`src/rtl/bcd_track_pkg.sv`:
```
// Package: shared types for the scaled tracking converter.
// Assumes: the step direction is a three-valued decision made once per clock.
package bcd_track_pkg;

    // One packed BCD digit.
    typedef logic [3:0] bcd_digit_t;

    // Direction both counters take on the next clock edge.
    typedef enum logic [1:0] {
        STEP_HOLD = 2'd0,
        STEP_UP   = 2'd1,
        STEP_DOWN = 2'd2
    } step_e;

endpackage

```
`src/rtl/bct_bcd_digit.sv`:
```
// Module: one decimal digit of the up/down BCD counter.
// Does: when enabled, moves one unit up or down, wrapping 9->0 or 0->9.
// Assumes: the caller works out the enable from the lower digits' wrap.
module bct_bcd_digit
    import bcd_track_pkg::*;
(
    input  logic       clk,
    input  logic       rst_n,
    input  logic       en,
    input  logic       up,
    output bcd_digit_t digit_q
);

    // Digit register: clear on reset, step with wrap when enabled.
    always_ff @(posedge clk) begin
        if (!rst_n) begin
            digit_q <= 4'd0;
        end else if (en) begin
            if (up) begin
                digit_q <= (digit_q == 4'd9) ? 4'd0 : digit_q + 4'd1;
            end else begin
                digit_q <= (digit_q == 4'd0) ? 4'd9 : digit_q - 4'd1;
            end
        end
    end

endmodule

```
`src/rtl/bct_scale.sv`:
```
// Module: constant-multiply scaler that forms the binary target.
// Does: registers (din * SCALE) >> DROP on every clock.
// Assumes: SCALE fits in SCALE_W bits; the product is unsigned.
module bct_scale #(
    parameter int IN_W    = 8,
    parameter int SCALE_W = 8,
    parameter int SCALE   = 141,
    parameter int DROP    = 2
) (
    input  logic                          clk,
    input  logic                          rst_n,
    input  logic [IN_W-1:0]               din,
    output logic [IN_W+SCALE_W-DROP-1:0]  tgt_q
);

    localparam int PROD_W = IN_W + SCALE_W;

    logic [PROD_W-1:0] prod;

    // Full-width unsigned product of the sample and the constant.
    always_comb begin
        prod = PROD_W'(din) * PROD_W'(SCALE);
    end

    // Target register: keep the upper product bits, clear on reset.
    always_ff @(posedge clk) begin
        if (!rst_n) begin
            tgt_q <= '0;
        end else begin
            tgt_q <= prod[PROD_W-1:DROP];
        end
    end

endmodule

```
`src/rtl/bct_bin_counter.sv`:
```
// Module: binary up/down counter that follows the step decision.
// Does: adds one, subtracts one or holds, per the shared step.
// Assumes: the comparator never asks to step beyond the target range.
module bct_bin_counter
    import bcd_track_pkg::*;
#(
    parameter int W = 14
) (
    input  logic         clk,
    input  logic         rst_n,
    input  step_e        step,
    output logic [W-1:0] cnt_q
);

    // Count register: clear on reset, otherwise step as directed.
    always_ff @(posedge clk) begin
        if (!rst_n) begin
            cnt_q <= '0;
        end else begin
            case (step)
                STEP_UP:   cnt_q <= cnt_q + W'(1);
                STEP_DOWN: cnt_q <= cnt_q - W'(1);
                default:   cnt_q <= cnt_q;
            endcase
        end
    end

endmodule

```
`src/rtl/bct_bcd_counter.sv`:
```
// Module: multi-digit BCD up/down counter driven by the shared step.
// Does: steps the units digit, rippling wrap enables into higher digits.
// Assumes: the count never wraps past all nines or below zero.
module bct_bcd_counter
    import bcd_track_pkg::*;
#(
    parameter int DIGITS = 4
) (
    input  logic                  clk,
    input  logic                  rst_n,
    input  step_e                 step,
    output logic [4*DIGITS-1:0]   bcd_q
);

    logic              up;
    logic [DIGITS-1:0] ripple;

    // Direction and units enable from the shared step.
    always_comb begin
        up        = (step == STEP_UP);
        ripple[0] = (step != STEP_HOLD);
    end

    for (genvar g = 0; g < DIGITS; g++) begin : g_digit
        bct_bcd_digit u_digit (
            .clk     (clk),
            .rst_n   (rst_n),
            .en      (ripple[g]),
            .up      (up),
            .digit_q (bcd_q[4*g +: 4])
        );
        if (g < DIGITS - 1) begin : g_pass
            // Next digit moves only when this one moves and wraps.
            assign ripple[g+1] = ripple[g] &
                (up ? (bcd_q[4*g +: 4] == 4'd9) : (bcd_q[4*g +: 4] == 4'd0));
        end
    end

endmodule

```
`src/rtl/bcd_track_conv.sv`:
```
// Module: scaled binary-to-BCD tracking converter (top).
// Does: scales din into a binary target, then walks twin binary and BCD
//       counters one step per clock until the binary count meets it.
// Assumes: DIGITS decimal digits can hold the largest target.
module bcd_track_conv
    import bcd_track_pkg::*;
#(
    parameter int IN_W    = 8,
    parameter int SCALE_W = 8,
    parameter int SCALE   = 141,
    parameter int DROP    = 2,
    parameter int DIGITS  = 4
) (
    input  logic                 clk,
    input  logic                 rst_n,
    input  logic [IN_W-1:0]      din,
    output logic [4*DIGITS-1:0]  bcd,
    output logic                 settled
);

    localparam int TGT_W   = IN_W + SCALE_W - DROP;
    localparam int MAX_TGT = (((1 << IN_W) - 1) * SCALE) >> DROP;

    logic [TGT_W-1:0] tgt_q;
    logic [TGT_W-1:0] bin_q;
    step_e            step;

    bct_scale #(
        .IN_W    (IN_W),
        .SCALE_W (SCALE_W),
        .SCALE   (SCALE),
        .DROP    (DROP)
    ) u_scale (
        .clk   (clk),
        .rst_n (rst_n),
        .din   (din),
        .tgt_q (tgt_q)
    );

    // Comparator: pick the step that moves the count toward the target.
    always_comb begin
        if (bin_q < tgt_q) begin
            step = STEP_UP;
        end else if (bin_q > tgt_q) begin
            step = STEP_DOWN;
        end else begin
            step = STEP_HOLD;
        end
    end

    // Settled whenever the comparator chooses to hold.
    assign settled = (step == STEP_HOLD);

    bct_bin_counter #(
        .W (TGT_W)
    ) u_bin (
        .clk   (clk),
        .rst_n (rst_n),
        .step  (step),
        .cnt_q (bin_q)
    );

    bct_bcd_counter #(
        .DIGITS (DIGITS)
    ) u_bcd (
        .clk   (clk),
        .rst_n (rst_n),
        .step  (step),
        .bcd_q (bcd)
    );

endmodule

```
`config.mk`:
```
export PLATFORM = sky130hd
export DESIGN_NAME = bcd_track_conv
export DESIGN_NICKNAME = d
export VERILOG_FILES = /design/src/rtl/bcd_track_pkg.sv /design/src/rtl/bct_bcd_digit.sv /design/src/rtl/bct_scale.sv /design/src/rtl/bct_bin_counter.sv /design/src/rtl/bct_bcd_counter.sv /design/src/rtl/bcd_track_conv.sv
export SDC_FILE = /design/constraint.sdc
export NUM_CORES = 1
export LEC_CHECK = 0
export BUFFER_PORTS_ARGS = -buffer_cell sky130_fd_sc_hd__buf_2
export CORE_AREA = 2 2 105 107
export DETAILED_ROUTE_END_ITERATION = 7
export DIE_AREA = 0 0 107 109
export GPL_ROUTABILITY_DRIVEN = 0
export HOLD_SLACK_MARGIN = 0.02
export PLACE_DENSITY = 0.63
export SLEW_MARGIN = 20
export SYNTH_ARGS = -nofsm -noshare
export SYNTH_HDL_FRONTEND = slang
export SYNTH_HIERARCHICAL = 1
export SYNTH_SLANG_ARGS = --single-unit
```
`constraint.sdc`:
```
create_clock -name clk -period 4.35 [get_ports clk]
set_input_delay 0.87 -clock clk [delete_from_list [all_inputs] [get_ports clk]]
set_output_delay 0.87 -clock clk [all_outputs]
set_load 0.1 [all_outputs]
```
# Word-level counts from Yosys, hierarchy flattened

Cells that the tools add are included.

Word-level logic and storage cells: 53
Register bits after elaboration: 44
Memory bits (read-only): 0
Memory bits (writable): 0
Output and inout bits: 17
Latch bits: 0
Memories kept: 0

$add $sub $neg: 10
Multipliers: 1
Order comparisons: 2
Equality and inequality tests: 6
Reduce and logical (&&, ||, !) cells: 7
Multiplexer cells: 18
Divide/modulo/power cells: 0
Shift-type cells: 0
Bitwise gates (word level): 3

Operators by type and width:

| kind                                                                   | count |
|---|---|
| 4-bit 2-to-1 mux                                                       | 12 |
| 14-bit one-hot mux with 2 select lines                                 | 1 |
| 4-bit by 1-bit adder with 4-bit output (second input constant)         | 4 |
| 4-bit equality test (second input constant)                            | 4 |
| 4-bit logical NOT                                                      | 4 |
| 8-bit by 8-bit multiplier with 16-bit output (second input constant)   | 1 |
| 4-bit by 1-bit subtractor with 4-bit output (second input constant)    | 4 |
| 14-bit by 1-bit adder with 14-bit output (second input constant)       | 1 |
| 14-bit greater-than comparator                                         | 1 |
| 14-bit < comparator                                                    | 1 |
| 14-bit by 1-bit subtractor with 14-bit output (second input constant)  | 1 |
| 2-bit 2-to-1 mux                                                       | 2 |
| 2-bit nonzero test                                                     | 2 |
| 1-bit bitwise AND                                                      | 3 |
| 1-bit 2-to-1 mux                                                       | 3 |
| 2-bit by 1-bit equality test with 1-bit output (second input constant) | 1 |
| 2-bit equality test (second input constant)                            | 1 |
| 2-bit logical NOT                                                      | 1 |

# Depth between registers and ports, before layout

Depth in word-level cells: 8
Mapped depth: 19
Mapped depth without buffers: 16

# Hierarchy

The synthesis kept the hierarchy.

Modules (own cells, without submodules):

| module          | cells each | times used | area an instance (um2) | seq. area each (um2) |
|---|---|---|---|---|
| bct_scale       | 152        | 1          | 1,490.2                | 280.3 |
| bct_bin_counter | 198        | 1          | 1,438.9                | 280.3 |
| bct_bcd_digit   | 35         | 4          | 302.8                  | 80.1 |
| bcd_track_conv  | 53         | 1          | 390.4                  | 0.0 |
| bct_bcd_counter | 16         | 1          | 111.4                  | 0.0 |

# Worst setup path after synthesis

Ideal clock, no wire load.

Path kind: register to register
From: register u_scale.tgt_q[3]
To: register u_bin.cnt_q[8]
Slack: 599 ps
Data arrival time: 3,669 ps
Buffers on the path: 3
Data required time: 4,268 ps
Stages on the path, launching flop included: 20
Path through: dfxtp_1 > inv_1 > ha_1 > and4_2 > o21a_1 > o31ai_2 > and2_1 > inv_1 > ha_1 > buf_4 > buf_6 > buf_2 > xor2_1 > ha_1 > a21boi_1 > o22a_1 > nand2_1 > o22ai_2 > or4_1 > o2111ai_1

RTL lines:

| item                                                                                  | RTL line              | RTL |
|---|---|---|
| start: declaration                                                                    | bct_scale.sv:13       | `output logic [IN_W+SCALE_W-DROP-1:0] tgt_q` |
| start signal: assignment                                                              | bct_scale.sv:30       | `tgt_q <= prod[PROD_W-1:DROP];` |
| 14-bit < comparator *                                                                 | bcd_track_conv.sv:42  | `if (bin_q < tgt_q) begin` |
| 2-bit 2-to-1 mux *                                                                    | bcd_track_conv.sv:42  |  |
| net step[0]                                                                           | bcd_track_conv.sv:26  | `step_e step;` |
| 2-bit equality test or 2-bit by 1-bit equality test with 1-bit output (tied branches) | bct_bin_counter.sv:20 | `case (step)` |
| 14-bit one-hot mux with 2 select lines or 2-bit nonzero test (tied branches)          | -                     |  |
| end signal: assignment                                                                | bct_bin_counter.sv:21 | `STEP_UP: cnt_q <= cnt_q + W'(1);` |
| end signal: assignment                                                                | bct_bin_counter.sv:22 | `STEP_DOWN: cnt_q <= cnt_q - W'(1);` |
| end signal: assignment                                                                | bct_bin_counter.sv:23 | `default: cnt_q <= cnt_q;` |
| end: declaration                                                                      | bct_bin_counter.sv:12 | `output logic [W-1:0] cnt_q` |

The timed path passes the listed nets; every way through them passes the cells marked *.
A chain may end at the register's enable or synchronous reset.

# Worst setup path after layout

From: register u_bin.cnt_q[1]
To: register u_bin.cnt_q[8]

RTL lines:

| item                                                                                  | RTL line |
|---|---|
| 14-bit < comparator *                                                                 | bcd_track_conv.sv:42 |
| 2-bit 2-to-1 mux *                                                                    | bcd_track_conv.sv:42 |
| net step[0]                                                                           | bcd_track_conv.sv:26 |
| 2-bit equality test or 2-bit by 1-bit equality test with 1-bit output (tied branches) | bct_bin_counter.sv:20 |
| 14-bit one-hot mux with 2 select lines or 2-bit nonzero test (tied branches)          | - |

Marked as above.

==> results.md <==
Floorplanning:
- The area of the die is 0.0117 mm^2.
- The core region is 0.0106 mm^2.
- The die extent in x is 107 um.
- The effective utilization at floorplan is 0.438.
- The number of placed I/O pins is 27.
- The initialized floorplan defines 38 standard-cell rows.
- The vertical die dimension is 109 um.

Power and ir drop:
- The design internal power is 956 uW.
- In this run the static leakage power is 0.00220 uW.
- Of the total power, registers draw 0.319.
- The total net switching power is 778 uW.
- The fraction of power spent switching nets is 0.449.
- The combinational fraction of design power is 0.493.
- The maximum vdd ir drop is 0.162 mV.
- Of the total power, the clock network draws 0.188.
- The total power divided by cell area is 351 mW/mm^2.

Synth:
- Yosys attributes the largest share of cell area to dfxtp_1, ha_1, inv_1, o21ai_0, fa_1.
- Yosys mapped a number of flops with a built-in enable equal to 0.
- The sequential fraction of the synthesis area is 0.190.
- After technology mapping, the gate count stands at 559.
- After synthesis the cells add up to 0.00464 mm^2.
- In the synthesized netlist the async set-or-reset flop fraction comes to 0.
- The top cell type by total area after synthesis is dfxtp_1.
- Counting flops and latches in the post-synthesis netlist gives 44.
- For this run, the leading register cell type out of synthesis is dfxtp_1.
- The count of synthesis-stage warnings from yosys is 6.
- Synthesis produced a netlist with a net count of 632.
- Averaged over all synthesized cells, the footprint is 8.30 um^2.
- The most instantiated library cell after synthesis is ha_1.
- After synthesis, the netlist uses 85 different library cells.
- The commonest cells after synthesis are ha_1, dfxtp_1, inv_1.
- Of the post-synthesis cell area, the dominant cell type holds 0.190.

STA:
- The final number of hold-violating endpoints is 0.
- The final clock skew is 0.0146 ns.
- Setup repair after global routing left no endpoint under its margin.
- Dividing the final minimum period by the clock period gives 0.878.
- The final critical delay including setup and external delays is 3.82 ns.
- Setup violations remaining at the end of the flow were counted as 0.
- The number of slew-limit violations in the final report is 0.
- Adding up every negative setup slack in the final design gives 0 ns.
- Timing would allow up to 0.262 GHz.
- The transition time of the tightest slew-check pin is 0.853 ns.
- The worst pin sits at a relative slew slack of 0.430.

Worst setup path:
- The critical path class is reg2reg.
- For the worst setup path, the data arrival time is 4.06 ns.
- Walking the worst path, the cells encountered are ha_1 -> nor2b_1 -> o21a_1 -> o31ai_2 -> and2_1 -> inv_1 -> ha_1 -> xor2_1 -> ha_1 -> a21boi_1 -> o22a_1 -> nand2_1 -> o22ai_2 -> or4_1 -> o2111ai_1.
- Broken down by cell family, the worst path's largest delay share belongs to compound AO/OA/AOI/OAI gates.
- The stage delay of the slowest cell on the critical path is 0.58 ns.
- Of all nets on the critical path, the largest fanout is 12.
- The nature of the critical path startpoint is a register.
- The slowest stage of the critical path is the dfxtp_1 cell.
- The kind of end point of the critical path is a register.
- Together, buffers and inverters on the worst path number 1.
- The required time of the critical path is 4.59 ns.
- The cell seen most often among critical-path stages is ha_1.

Outcome:
- The run finished with clean final reports.

Detailed routing:
- The per-cell via count in the routed design is 5.70.
- The routed layout has 4,056 vias.
- After detailed routing, the average wire length per cell comes to 14.2 um.
- The wire length after detailed routing is 10,100 um.
- The first-pass iteration count of the detailed router is 5.
- In the routed design, unresolved DRC markers number 0.
- In this run, the number of DRC markers left after iteration 0 of detailed routing was 182.
- The remaining antenna violation count after routing is 0.

CTS:
- Buffers added to address setup during post-CTS repair amount to 0.
- Counting along the longest clock path gives a buffer depth of 2.
- The number of hold buffers added after CTS was 0.
- Clock tree synthesis found a total of 44 sinks.
- Clock-pin slew was measured on the worst setup and hold paths at 0.10 ns.
- The clock insertion delay at the later pin of the skew report is 0.31 ns.
- The H-tree generated during clock tree synthesis spans 2 levels.
- The CTS tree is built.
- Once the clock tree was built, the resizer swapped 0 gates to a different size.
- The cell at the root of the clock tree is clkbuf_8.
- Counting the buffers created by CTS gives 5.

Global route:
- The largest net degree at the start of global routing is 52.
- The global-route wire length before repair is 17,500 um.
- The number of antenna violations at the first check in global routing is 0.
- For this run the aggregate overflow at the end of global routing stands at 0.
- The via count of the first global-routing pass is 3,758.
- For this run, the total global-route usage over all layers was measured as 0.182.

Placed design:
- The area after detailed placement is 0.00482 mm^2.
- Detailed placement ended at an HPWL of 7480 um.
- The number of buffers added on ports is 26.

Worst hold path:
- The path type of the worst min-delay path is reg2reg.

Final layout:
- Once layout is complete, the utilization of the core stands at 0.466.
- At the end of the flow, the number of nets in the layout was 644.
- After routing the design area is 0.00494 mm^2.
- The repair_antennas step left the layout with diodes totalling 0.
- Compared with the post-synthesis result, the final layout area differs by 6.33%.
- Of the cells placed in the final design, the portion with a size suffix greater than 1 is 0.136.

Flow run:
- Max-cap violations in this run came to 0.
==> cell usage in the layout, fill, tap and decap left out, drive strengths merged, types with 9 or more instances in the layout <==
cell and instances:
nand2b 13, nor2 35, and2 11, nand2 28, o211ai 10, nor2b 10
a21oi 31, or3 14, and3 10, nand3 17, xnor2 9, buf 39
mux2i 9, inv 44, dfxtp 44, o21ai 35, ha 55, a21boi 10
==> worst min-delay path, stage by stage (launching register included) <==
cell     delay (ns)
dfxtp_1        0.38
xor2_1         0.08
nor2_1         0.08
==> power by group through the flow <==
stage	registers, uW	logic (uW)	clock network [uW]
6_report	553	854	327
3_3_place_gp	560	836	0
2_1_floorplan	635	635	0
4_1_cts	553	859	338
3_5_place_dp	562	854	0
5_1_grt	565	961	356
==> final timing paths <==
path / startpoint / end / slack (ns) / cells past startpoint
max: u_bin/cnt_q[1] / u_bin/cnt_q[8] / 0.53 / 15
min: u_bin/cnt_q[13] / u_bin/cnt_q[13] / 0.57 / 2
max reg2reg: u_bin/cnt_q[1] / u_bin/cnt_q[8] / 0.53 / 15
min reg2reg: u_bin/cnt_q[13] / u_bin/cnt_q[13] / 0.57 / 2
==> per-layer routing <==
layer / track usage / part of all wire
met5: 0 / 0
met2: 0.318 / 0.49
met3: 0.0215 / 0.030
met1: 0.234 / 0.46
met4: 0.0603 / 0.017
==> area by class of cell <==
type / instances / area (um^2)
Fill cell: 1037 / 5670
Tap cell: 140 / 175
Clock buffer: 5 / 68.8
Clock inverter: 3 / 42.5
Inverter: 45 / 169
Timing Repair Buffer: 39 / 228
Sequential cell: 44 / 881
Multi-Input combinational cell: 436 / 3370
==> cell families (layout without fill, tap and decap cells) <==
group / count (synthesis) / after routing / share of synthesized area
buf+inv: 79 / 92 / 0.0838
simple gates: 198 / 198 / 0.261
xor+xnor: 17 / 17 / 0.0321
flops: 44 / 44 / 0.190
mux: 9 / 9 / 0.0194
fa+ha+maj: 63 / 63 / 0.183
compound gates: 149 / 149 / 0.231
==> metrics by stage <==
| stage | hold WS (ns) | cells | total power, uW | worst slack, ns |
|---|---|---|---|---|
| finish | 0.568 | 712 | 1730 | 0.529 |
| global route | 0.604 | 712 | 1880 | 0.227 |
| CTS | 0.573 | 712 | 1750 | 0.522 |
| detailed placement | 0.538 | 704 | 1420 | 0.494 |
| global placement | 0.535 | 704 | 1400 | 0.516 |
| floorplan | 0.483 | 559 | 1270 | 0.599 |
==> flip-flops by register name, summed over array words and instances (netlist names) <==
signal	count
u_scale/tgt_q	14
u_bcd/g_digit.u_digit/digit_q	16
u_bin/cnt_q	14
No activity file was read; power rests on OpenSTA's default activity.
